$ cat src/rtl/sgc_pkg.sv
package sgc_pkg;
  typedef enum logic [1:0] {ST_IDLE, ST_SHIFT, ST_LOAD, ST_GAP} sgc_state_e;

  localparam logic [7:0] A_CTRL = 8'h00;
  localparam logic [7:0] A_DIV  = 8'h01;
  localparam logic [7:0] A_EN   = 8'h02;
  localparam logic [7:0] A_IN   = 8'h10;
  localparam logic [7:0] A_CFG  = 8'h20;

  localparam int CTRL_AUTO = 2;
  localparam int CTRL_SS   = 3;
  localparam int CTRL_GAP  = 4;
  localparam int SRC_W     = 3;
  localparam int DATA_W    = 32;
endpackage

$ cat src/rtl/sgc_clkdiv.sv
module sgc_clkdiv #(
  parameter int DIV_W = 12
) (
  input  logic             clk,
  input  logic             rst_n,
  input  logic             run,
  input  logic             restart,
  input  logic [DIV_W-1:0] div,
  output logic             tick,
  output logic             sclk_hi
);
  logic [DIV_W-1:0] cnt_q;
  logic [DIV_W-1:0] div_eff;

  assign div_eff = (div < DIV_W'(2)) ? DIV_W'(2) : div;
  assign tick    = run && (cnt_q >= div_eff - DIV_W'(1));
  assign sclk_hi = run && (cnt_q >= (div_eff >> 1));

  always_ff @(posedge clk or negedge rst_n) begin
    if (!rst_n)                cnt_q <= '0;
    else if (!run || restart)  cnt_q <= '0;
    else if (tick)             cnt_q <= '0;
    else                       cnt_q <= cnt_q + DIV_W'(1);
  end

  // periods last at least two clocks, so ticks never come back to back
  assert_tick_spacing_R5: assert property (@(posedge clk) disable iff (!rst_n)
    (tick && !restart) |=> !tick);
endmodule

$ cat src/rtl/sgc_seq.sv
module sgc_seq import sgc_pkg::*; #(
  parameter int NUM_PORTS = 32,
  parameter int MAX_BITS  = 4,
  localparam int PORT_W   = $clog2(NUM_PORTS),
  localparam int BIT_W    = $clog2(MAX_BITS)
) (
  input  logic                 clk,
  input  logic                 rst_n,
  input  logic                 tick,
  input  logic [NUM_PORTS-1:0] en_cfg,
  input  logic [BIT_W-1:0]     wm1_cfg,
  input  logic                 auto_rep,
  input  logic                 ss_req,
  input  logic [2:0]           gap_sel,
  output sgc_state_e           state_q,
  output logic [PORT_W-1:0]    port_q,
  output logic [BIT_W-1:0]     bit_q,
  output logic                 launch,
  output logic                 cap_en,
  output logic                 burst_end,
  output logic                 ss_clear
);
  logic [NUM_PORTS-1:0] en_q;
  logic [BIT_W-1:0]     wm_q;
  logic                 owned_q;
  logic [7:0]           gap_cnt;
  logic                 first_found, next_found;
  logic [PORT_W-1:0]    first_idx, next_idx;
  logic                 gap_last, go_gap, go_idle;

  // lowest enabled port overall, and lowest enabled port above the current one
  always_comb begin
    first_found = 1'b0;
    first_idx   = '0;
    next_found  = 1'b0;
    next_idx    = '0;
    for (int i = NUM_PORTS - 1; i >= 0; i--) begin
      if (en_cfg[i]) begin
        first_found = 1'b1;
        first_idx   = PORT_W'(i);
      end
      if (en_q[i] && (i > int'(port_q))) begin
        next_found = 1'b1;
        next_idx   = PORT_W'(i);
      end
    end
  end

  assign gap_last = (gap_cnt == ((8'd1 << gap_sel) - 8'd1));
  assign cap_en   = (state_q == ST_SHIFT) && tick;

  always_comb begin
    launch    = 1'b0;
    burst_end = 1'b0;
    ss_clear  = 1'b0;
    go_gap    = 1'b0;
    go_idle   = 1'b0;
    case (state_q)
      ST_IDLE: launch = auto_rep || ss_req;
      ST_LOAD: if (tick) begin
        burst_end = 1'b1;
        ss_clear  = owned_q && !auto_rep;
        if (ss_req && !owned_q) launch = 1'b1;
        else if (auto_rep)      go_gap = 1'b1;
        else                    go_idle = 1'b1;
      end
      ST_GAP: begin
        if (ss_req && !owned_q) launch = 1'b1;
        else if (tick && gap_last) begin
          if (auto_rep) launch = 1'b1;
          else          go_idle = 1'b1;
        end
      end
      default: ;
    endcase
  end

  always_ff @(posedge clk or negedge rst_n) begin
    if (!rst_n) begin
      state_q <= ST_IDLE;
      en_q    <= '0;
      wm_q    <= '0;
      owned_q <= 1'b0;
      port_q  <= '0;
      bit_q   <= '0;
      gap_cnt <= '0;
    end else if (launch) begin
      en_q    <= en_cfg;
      wm_q    <= wm1_cfg;
      owned_q <= ss_req;
      port_q  <= first_idx;
      bit_q   <= '0;
      gap_cnt <= '0;
      state_q <= first_found ? ST_SHIFT : ST_LOAD;
    end else begin
      case (state_q)
        ST_SHIFT: if (tick) begin
          if (bit_q == wm_q) begin
            bit_q <= '0;
            if (next_found) port_q <= next_idx;
            else            state_q <= ST_LOAD;
          end else begin
            bit_q <= bit_q + 1'b1;
          end
        end
        ST_LOAD: begin
          if (go_gap) begin
            state_q <= ST_GAP;
            gap_cnt <= '0;
          end else if (go_idle) begin
            state_q <= ST_IDLE;
          end
        end
        ST_GAP: begin
          if (go_idle)   state_q <= ST_IDLE;
          else if (tick) gap_cnt <= gap_cnt + 8'd1;
        end
        default: ;
      endcase
    end
  end

  assert_bit_in_range_R2: assert property (@(posedge clk) disable iff (!rst_n)
    (state_q == ST_SHIFT) |-> (bit_q <= wm_q));
  assert_port_enabled_R3: assert property (@(posedge clk) disable iff (!rst_n)
    (state_q == ST_SHIFT) |-> en_q[port_q]);
endmodule

$ cat src/rtl/sgc_regs.sv
module sgc_regs import sgc_pkg::*; #(
  parameter int NUM_PORTS = 32,
  parameter int MAX_BITS  = 4,
  parameter int DIV_W     = 12,
  localparam int PORT_W   = $clog2(NUM_PORTS),
  localparam int BIT_W    = $clog2(MAX_BITS),
  localparam int CFG_W    = SRC_W * MAX_BITS
) (
  input  logic                                clk,
  input  logic                                rst_n,
  input  logic                                reg_wr,
  input  logic [7:0]                          reg_addr,
  input  logic [DATA_W-1:0]                   reg_wdata,
  output logic [DATA_W-1:0]                   reg_rdata,
  output logic [BIT_W-1:0]                    wm1,
  output logic                                auto_rep,
  output logic                                ss_req,
  output logic [2:0]                          gap_sel,
  output logic [DIV_W-1:0]                    div,
  output logic [NUM_PORTS-1:0]                en,
  output logic [NUM_PORTS-1:0][MAX_BITS-1:0]  lvl,
  input  logic                                launch,
  input  logic                                cap_en,
  input  logic [PORT_W-1:0]                   cap_port,
  input  logic [BIT_W-1:0]                    cap_bit,
  input  logic                                din,
  input  logic                                burst_end,
  input  logic                                ss_clear
);
  logic [NUM_PORTS-1:0][CFG_W-1:0]    cfg_q;
  logic [MAX_BITS-1:0][NUM_PORTS-1:0] shadow_q, in_q;
  logic                               wr_ctrl;

  assign wr_ctrl = reg_wr && (reg_addr == A_CTRL);

  for (genvar p = 0; p < NUM_PORTS; p++) begin : g_port
    always_ff @(posedge clk or negedge rst_n) begin
      if (!rst_n)                                       cfg_q[p] <= '0;
      else if (reg_wr && (reg_addr == A_CFG + 8'(p)))   cfg_q[p] <= reg_wdata[CFG_W-1:0];
    end
    for (genvar b = 0; b < MAX_BITS; b++) begin : g_bit
      assign lvl[p][b] = cfg_q[p][SRC_W*b];
    end
  end

  always_ff @(posedge clk or negedge rst_n) begin
    if (!rst_n) begin
      wm1      <= '0;
      auto_rep <= 1'b0;
      ss_req   <= 1'b0;
      gap_sel  <= '0;
      div      <= '0;
      en       <= '0;
    end else begin
      if (wr_ctrl) begin
        wm1      <= reg_wdata[BIT_W-1:0];
        auto_rep <= reg_wdata[CTRL_AUTO];
        ss_req   <= reg_wdata[CTRL_SS];
        gap_sel  <= reg_wdata[CTRL_GAP +: 3];
      end else if (ss_clear) begin
        ss_req <= 1'b0;
      end
      if (reg_wr && (reg_addr == A_DIV)) div <= reg_wdata[DIV_W-1:0];
      if (reg_wr && (reg_addr == A_EN))  en  <= reg_wdata[NUM_PORTS-1:0];
    end
  end

  // capture into a shadow, publish whole words only at burst end
  always_ff @(posedge clk or negedge rst_n) begin
    if (!rst_n) begin
      shadow_q <= '0;
      in_q     <= '0;
    end else begin
      if (launch)      shadow_q <= '0;
      else if (cap_en) shadow_q[cap_bit][cap_port] <= din;
      if (burst_end)   in_q <= shadow_q;
    end
  end

  always_comb begin
    reg_rdata = '0;
    if (reg_addr == A_CTRL) begin
      reg_rdata[BIT_W-1:0]      = wm1;
      reg_rdata[CTRL_AUTO]      = auto_rep;
      reg_rdata[CTRL_SS]        = ss_req;
      reg_rdata[CTRL_GAP +: 3]  = gap_sel;
    end
    if (reg_addr == A_DIV) reg_rdata[DIV_W-1:0]     = div;
    if (reg_addr == A_EN)  reg_rdata[NUM_PORTS-1:0] = en;
    for (int b = 0; b < MAX_BITS; b++)
      if (reg_addr == A_IN + 8'(b)) reg_rdata[NUM_PORTS-1:0] = in_q[b];
    for (int p = 0; p < NUM_PORTS; p++)
      if (reg_addr == A_CFG + 8'(p)) reg_rdata[CFG_W-1:0] = cfg_q[p];
  end

  assert_in_hold_R9: assert property (@(posedge clk) disable iff (!rst_n)
    !$past(burst_end) |-> $stable(in_q));
  assert_ss_clear_at_end_R7: assert property (@(posedge clk) disable iff (!rst_n)
    ($fell(ss_req) && !$past(wr_ctrl)) |-> $past(ss_clear));
endmodule

$ cat src/rtl/serial_gpio_chain.sv
module serial_gpio_chain import sgc_pkg::*; #(
  parameter int NUM_PORTS = 32,
  parameter int MAX_BITS  = 4,
  parameter int DIV_W     = 12
) (
  input  logic        clk,
  input  logic        rst_n,
  input  logic        reg_wr,
  input  logic [7:0]  reg_addr,
  input  logic [31:0] reg_wdata,
  output logic [31:0] reg_rdata,
  output logic        sio_clk,
  output logic        sio_dout,
  input  logic        sio_din,
  output logic        sio_load
);
  localparam int PORT_W = $clog2(NUM_PORTS);
  localparam int BIT_W  = $clog2(MAX_BITS);

  logic [BIT_W-1:0]                   wm1;
  logic                               auto_rep, ss_req;
  logic [2:0]                         gap_sel;
  logic [DIV_W-1:0]                   div;
  logic [NUM_PORTS-1:0]               en;
  logic [NUM_PORTS-1:0][MAX_BITS-1:0] lvl;
  sgc_state_e                         state;
  logic [PORT_W-1:0]                  port_q;
  logic [BIT_W-1:0]                   bit_q;
  logic                               launch, cap_en, burst_end, ss_clear;
  logic                               tick, sclk_hi;

  sgc_regs #(.NUM_PORTS(NUM_PORTS), .MAX_BITS(MAX_BITS), .DIV_W(DIV_W)) u_regs (
    .clk(clk), .rst_n(rst_n), .reg_wr(reg_wr), .reg_addr(reg_addr),
    .reg_wdata(reg_wdata), .reg_rdata(reg_rdata), .wm1(wm1), .auto_rep(auto_rep),
    .ss_req(ss_req), .gap_sel(gap_sel), .div(div), .en(en), .lvl(lvl),
    .launch(launch), .cap_en(cap_en), .cap_port(port_q), .cap_bit(bit_q),
    .din(sio_din), .burst_end(burst_end), .ss_clear(ss_clear));

  sgc_seq #(.NUM_PORTS(NUM_PORTS), .MAX_BITS(MAX_BITS)) u_seq (
    .clk(clk), .rst_n(rst_n), .tick(tick), .en_cfg(en), .wm1_cfg(wm1),
    .auto_rep(auto_rep), .ss_req(ss_req), .gap_sel(gap_sel), .state_q(state),
    .port_q(port_q), .bit_q(bit_q), .launch(launch), .cap_en(cap_en),
    .burst_end(burst_end), .ss_clear(ss_clear));

  sgc_clkdiv #(.DIV_W(DIV_W)) u_div (
    .clk(clk), .rst_n(rst_n), .run(state != ST_IDLE), .restart(launch),
    .div(div), .tick(tick), .sclk_hi(sclk_hi));

  assign sio_clk  = (state == ST_SHIFT) && sclk_hi;
  assign sio_dout = (state == ST_SHIFT) ? lvl[port_q][bit_q] : 1'b0;
  assign sio_load = (state == ST_LOAD);

  assert_load_holds_R6: assert property (@(posedge clk) disable iff (!rst_n)
    (sio_load && !tick) |=> sio_load);
  assert_sclk_quiet_R6: assert property (@(posedge clk) disable iff (!rst_n)
    sio_load |-> !sio_clk);
  assert_reset_quiet_R1: assert property (@(posedge clk) disable iff (!rst_n)
    $rose(rst_n) |-> (!sio_clk && !sio_load));
endmodule

$ cat config.mk
export PLATFORM = sky130hd
export DESIGN_NAME = serial_gpio_chain
export DESIGN_NICKNAME = d
export VERILOG_FILES = /design/src/rtl/sgc_pkg.sv /design/src/rtl/sgc_clkdiv.sv /design/src/rtl/sgc_seq.sv /design/src/rtl/sgc_regs.sv /design/src/rtl/serial_gpio_chain.sv
export SDC_FILE = /design/constraint.sdc
export NUM_CORES = 1
export LEC_CHECK = 0
export BUFFER_PORTS_ARGS = -buffer_cell sky130_fd_sc_hd__buf_2
export CAP_MARGIN = 20
export CELL_PAD_IN_SITES_DETAIL_PLACEMENT = 1
export CELL_PAD_IN_SITES_GLOBAL_PLACEMENT = 1
export CORE_MARGIN = 1.5
export CORE_UTILIZATION = 51
export DETAILED_ROUTE_END_ITERATION = 8
export PLACE_DENSITY = 0.84
export SETUP_SLACK_MARGIN = 0.05
export SKIP_LAST_GASP = 1
export SYNTH_ARGS = -nofsm -noshare
export SYNTH_HDL_FRONTEND = slang
export SYNTH_SLANG_ARGS = --single-unit
$ cat constraint.sdc
create_clock -name clk -period 4.95 [get_ports clk]
set_input_delay 0.495 -clock clk [delete_from_list [all_inputs] [get_ports clk]]
set_output_delay 0.495 -clock clk [all_outputs]
set_load 0.01 [all_outputs]
==> results.ini <==
[run_status]
status=finished clean

[placed_design]
pre_cts_slack_ns=-0.06116
gp_congestion=0.9225
io_buffers=78
dpl.hpwl_um=89000

[power]
power.density_nw_per_um2=420.2
total_power_mw=18.25
p_leak_nw=19.24
ir_drop_v=0.0003355

[logic_synthesis]
yosys.area.top_type_share_pct=48.58
synth_area_um2=38840
synth.yosys.warnings=0
synthSimpleGateAreaFrac_pct=12.46
synth.area.top_cells=dfrtp_1, mux2_2, nand2_1
synth_nets=3760
synth_top_cell_by_area=dfrtp_1
yosysMostFrequentCell=dfrtp_1
ys_types=93
ys.flop_type=dfrtp_1
synth_xor_area_share_pct=0.7217
synth_compound_area_share_pct=13.11
syn_area_per_cell_um2=10.55
synth-adder-area-share_pct=1.128
synth_edf_count=0
syn_inst=3681
yosysSeqAreaShare_pct=48.58
synth_top_family_by_area=multiplexers
synthMuxAreaShare_pct=20.32
async_flop_share_pct=100.0
synthTopCellsByCount=dfrtp_1, mux2_2, nand2_1, a21oi_1, nor2_1
ys_ff_latch=754

[cts]
clock_latency_ns=0.66
root_buffer=clkbuf_16
cts_buffers=84
path_clk_slew_ns=0.06
cts.sinks=754
cts_buffer_depth=3
h-tree-depth=3
cts_tree=done

[global_routing]
grt_pass1_vias=34940
overflow=0
grtUsageTotal_pct=36.98
grt_start_max_net_pins=122
antenna_found_initial=9
grt_first_pass_wirelength_um=220400

[detailed_routing]
drt_iter0_markers=3969
dr_total_vias=33220
routed_wl_um=144200
drtAntennaViolNets=0
vias_per_cell=7.009
wl_per_cell_um=30.43
first_pass_iters=8
drc_errors=0

[worst_setup_path]
crit_fanout=3
rr_worst_depth=20
rrSetupSlack_ns=0.29
r2r_start=u_regs.div[2]$_DFFE_PN0P_
worstSetupPathType=reg -> out
worst_setup_path_end_kind=primary output
arrival_ns=4.30
crit_start=u_regs.lvl[7]$_DFFE_PN0P_
rr_endpoint=u_regs.shadow_q[24]$_DFFE_PN0P_
start_kind=flip-flop
required_ns=4.45

[cells_and_area]
drive_gt1_share_pct=26.94
area_growth_pct=11.83
fillers=7935
nNetsFinal=3775
fin_util_pct=57.37

[floorplanning]
die_x_um=279.0
dieArea_um2=77810
io_pins=79
core_um2=75700
rows=101
start_util_pct=51.30
dieHeight_um=279.0

[worst_hold_path]
hold_path.class=in -> reg
min-delay-start=reg_wdata[12]
min_to=u_regs.en[12]$_DFFE_PN0P_
whs_path_depth=2

[timing]
finClkSkew_ns=0.04065
rsz0062_at_grt=no
finalSetupViolCount=0
slew_headroom_pct=25.68
hold_ws_ns=0.08879
fin_crit_ns=4.792
tns_ns=0
tightest_slew_ns=1.115
fmax_ghz=0.2087
fin_crit_sh_pct=96.81
finalHoldViolations=0
setup_slack_ns=0.1577
maxSlewViolCount=0

[job]
maxCapViolations=0

where the power goes:
part	switching [mW]	internal [mW]	total (mW)	leakage, nW
logic	2.05	1.55	3.60	8.51
clock network	2.75	3.71	6.46	1.37
registers	0.902	7.29	8.19	9.37
total	5.71	12.5	18.3	19.2
layer usage:
metal / GRT usage [%] / share of wire, % / vias to the layer above
met5: 0 / 0.046 / -
met4: 20.14 / 5.9 / 10
met3: 9.698 / 11 / 627
met2: 55.92 / 45 / 2154
met1: 48.67 / 38 / 17060
li1: - / - / 13380
logic make-up (layout without fill, tap and decap cells):
kind of cell    after synthesis  after routing
simple gates               1070           1070
compound gates              789            789
flops                       754            754
mux                         661            661
buf+inv                     340            419
fa+ha+maj                    35             35
xor+xnor                     32             32
other cells                   0              2
metrics by stage:
step           instance area (µm²)  instances
2_1_floorplan                38840       3681
3_3_place_gp                 40590       4586
3_5_place_dp                 40590       4586
4_1_cts                      43400       4737
5_1_grt                      43430       4739
6_report                     43430       4740
cells in the final DEF, fill, tap and decap left out, types with 12 or more instances in the layout:
master | synthesis | final
o21ai_0 | 148 | 147
nor4_1 | 17 | 15
ha_1 | 35 | 34
nor2b_1 | 29 | 27
nand3_1 | 176 | 176
buf_2 | 88 | 74
a22oi_1 | 48 | 48
mux2i_1 | 55 | 55
clkbuf_16 | 0 | 84
clkbuf_1 | 146 | 20
mux2_2 | 560 | 560
a211oi_1 | 21 | 21
nand2b_1 | 19 | 19
a21o_1 | 18 | 16
o22ai_1 | 56 | 56
dfrtp_1 | 754 | 752
o221ai_1 | 14 | 14
nand2_1 | 503 | 502
mux4_2 | 46 | 46
xnor2_1 | 21 | 21
nor3_1 | 46 | 44
o211ai_1 | 12 | 12
inv_1 | 49 | 49
o31ai_1 | 16 | 16
buf_12 | 0 | 19
clkbuf_8 | 0 | 16
nor2_1 | 181 | 178
buf_4 | 4 | 121
a31oi_1 | 34 | 34
a21oi_1 | 252 | 252
a222oi_1 | 16 | 16
clkinv_2 | 0 | 14
how the worst max path moves through the flow:
| stage | to |
|---|---|
| finish | reg_rdata[9] |
| global route | u_regs.shadow_q[24]$_DFFE_PN0P_ |
| CTS | u_regs.shadow_q[24]$_DFFE_PN0P_ |
| detailed placement | u_regs.shadow_q[83]$_DFFE_PN0P_ |
| global placement | u_regs.shadow_q[83]$_DFFE_PN0P_ |
| floorplan | u_seq.bit_q[0]$_DFFE_PN0P_ |
state kept, by name, summed over array words and instances, names as in the netlist:
register,cells
u_regs.cfg_q,256
u_regs.in_q,128
u_regs.lvl,128
u_regs.shadow_q,128
u_regs.en,32
u_seq.en_q,31
u_div.cnt_q,12
u_regs.div,12
u_seq.gap_cnt,8
u_seq.port_q,5
u_regs.gap_sel,3
u_regs.wm1,2
u_seq.bit_q,2
u_seq.state_q,2
u_seq.wm_q,2
u_regs.auto_rep,1
u_regs.ss_req,1
u_seq.owned_q,1
final cells by class:
type	instances	area, µm²	share of cell area, %
tap	978	1224	2.818
clock buffer	120	2397	5.520
inverter	51	191.4	0.4408
timing repair buffer	218	1723	3.967
multi-input combinational	2587	18630	42.90
clock inverter	30	389.1	0.8960
sequential	754	18870	43.45
antenna	2	5.005	0.01152
worst max-delay path: stages, from the launching register on:
cell and delay [ns]:
dfrtp_1 0.40, a21oi_1 0.30, nor4_1 0.12, buf_4 0.15, a2111oi_1 0.83, a2111oi_0 0.32
o221a_1 0.40, nor3_1 0.28, buf_4 0.20, a211oi_1 0.05, or3_1 0.42, buf_2 0.16
timing repair:
| item | CTS | global route |
|---|---|---|
| pin swaps | 0 | 1 |
| buffers inserted | 0 | 1 |
| hold buffers | 1 | 0 |
| hold endpoints to repair | 82 | 0 |
| endpoints found under the setup margin | 136 | 184 |
| resized for setup | 4 | 4 |
Power figures use the tool's default switching activity.
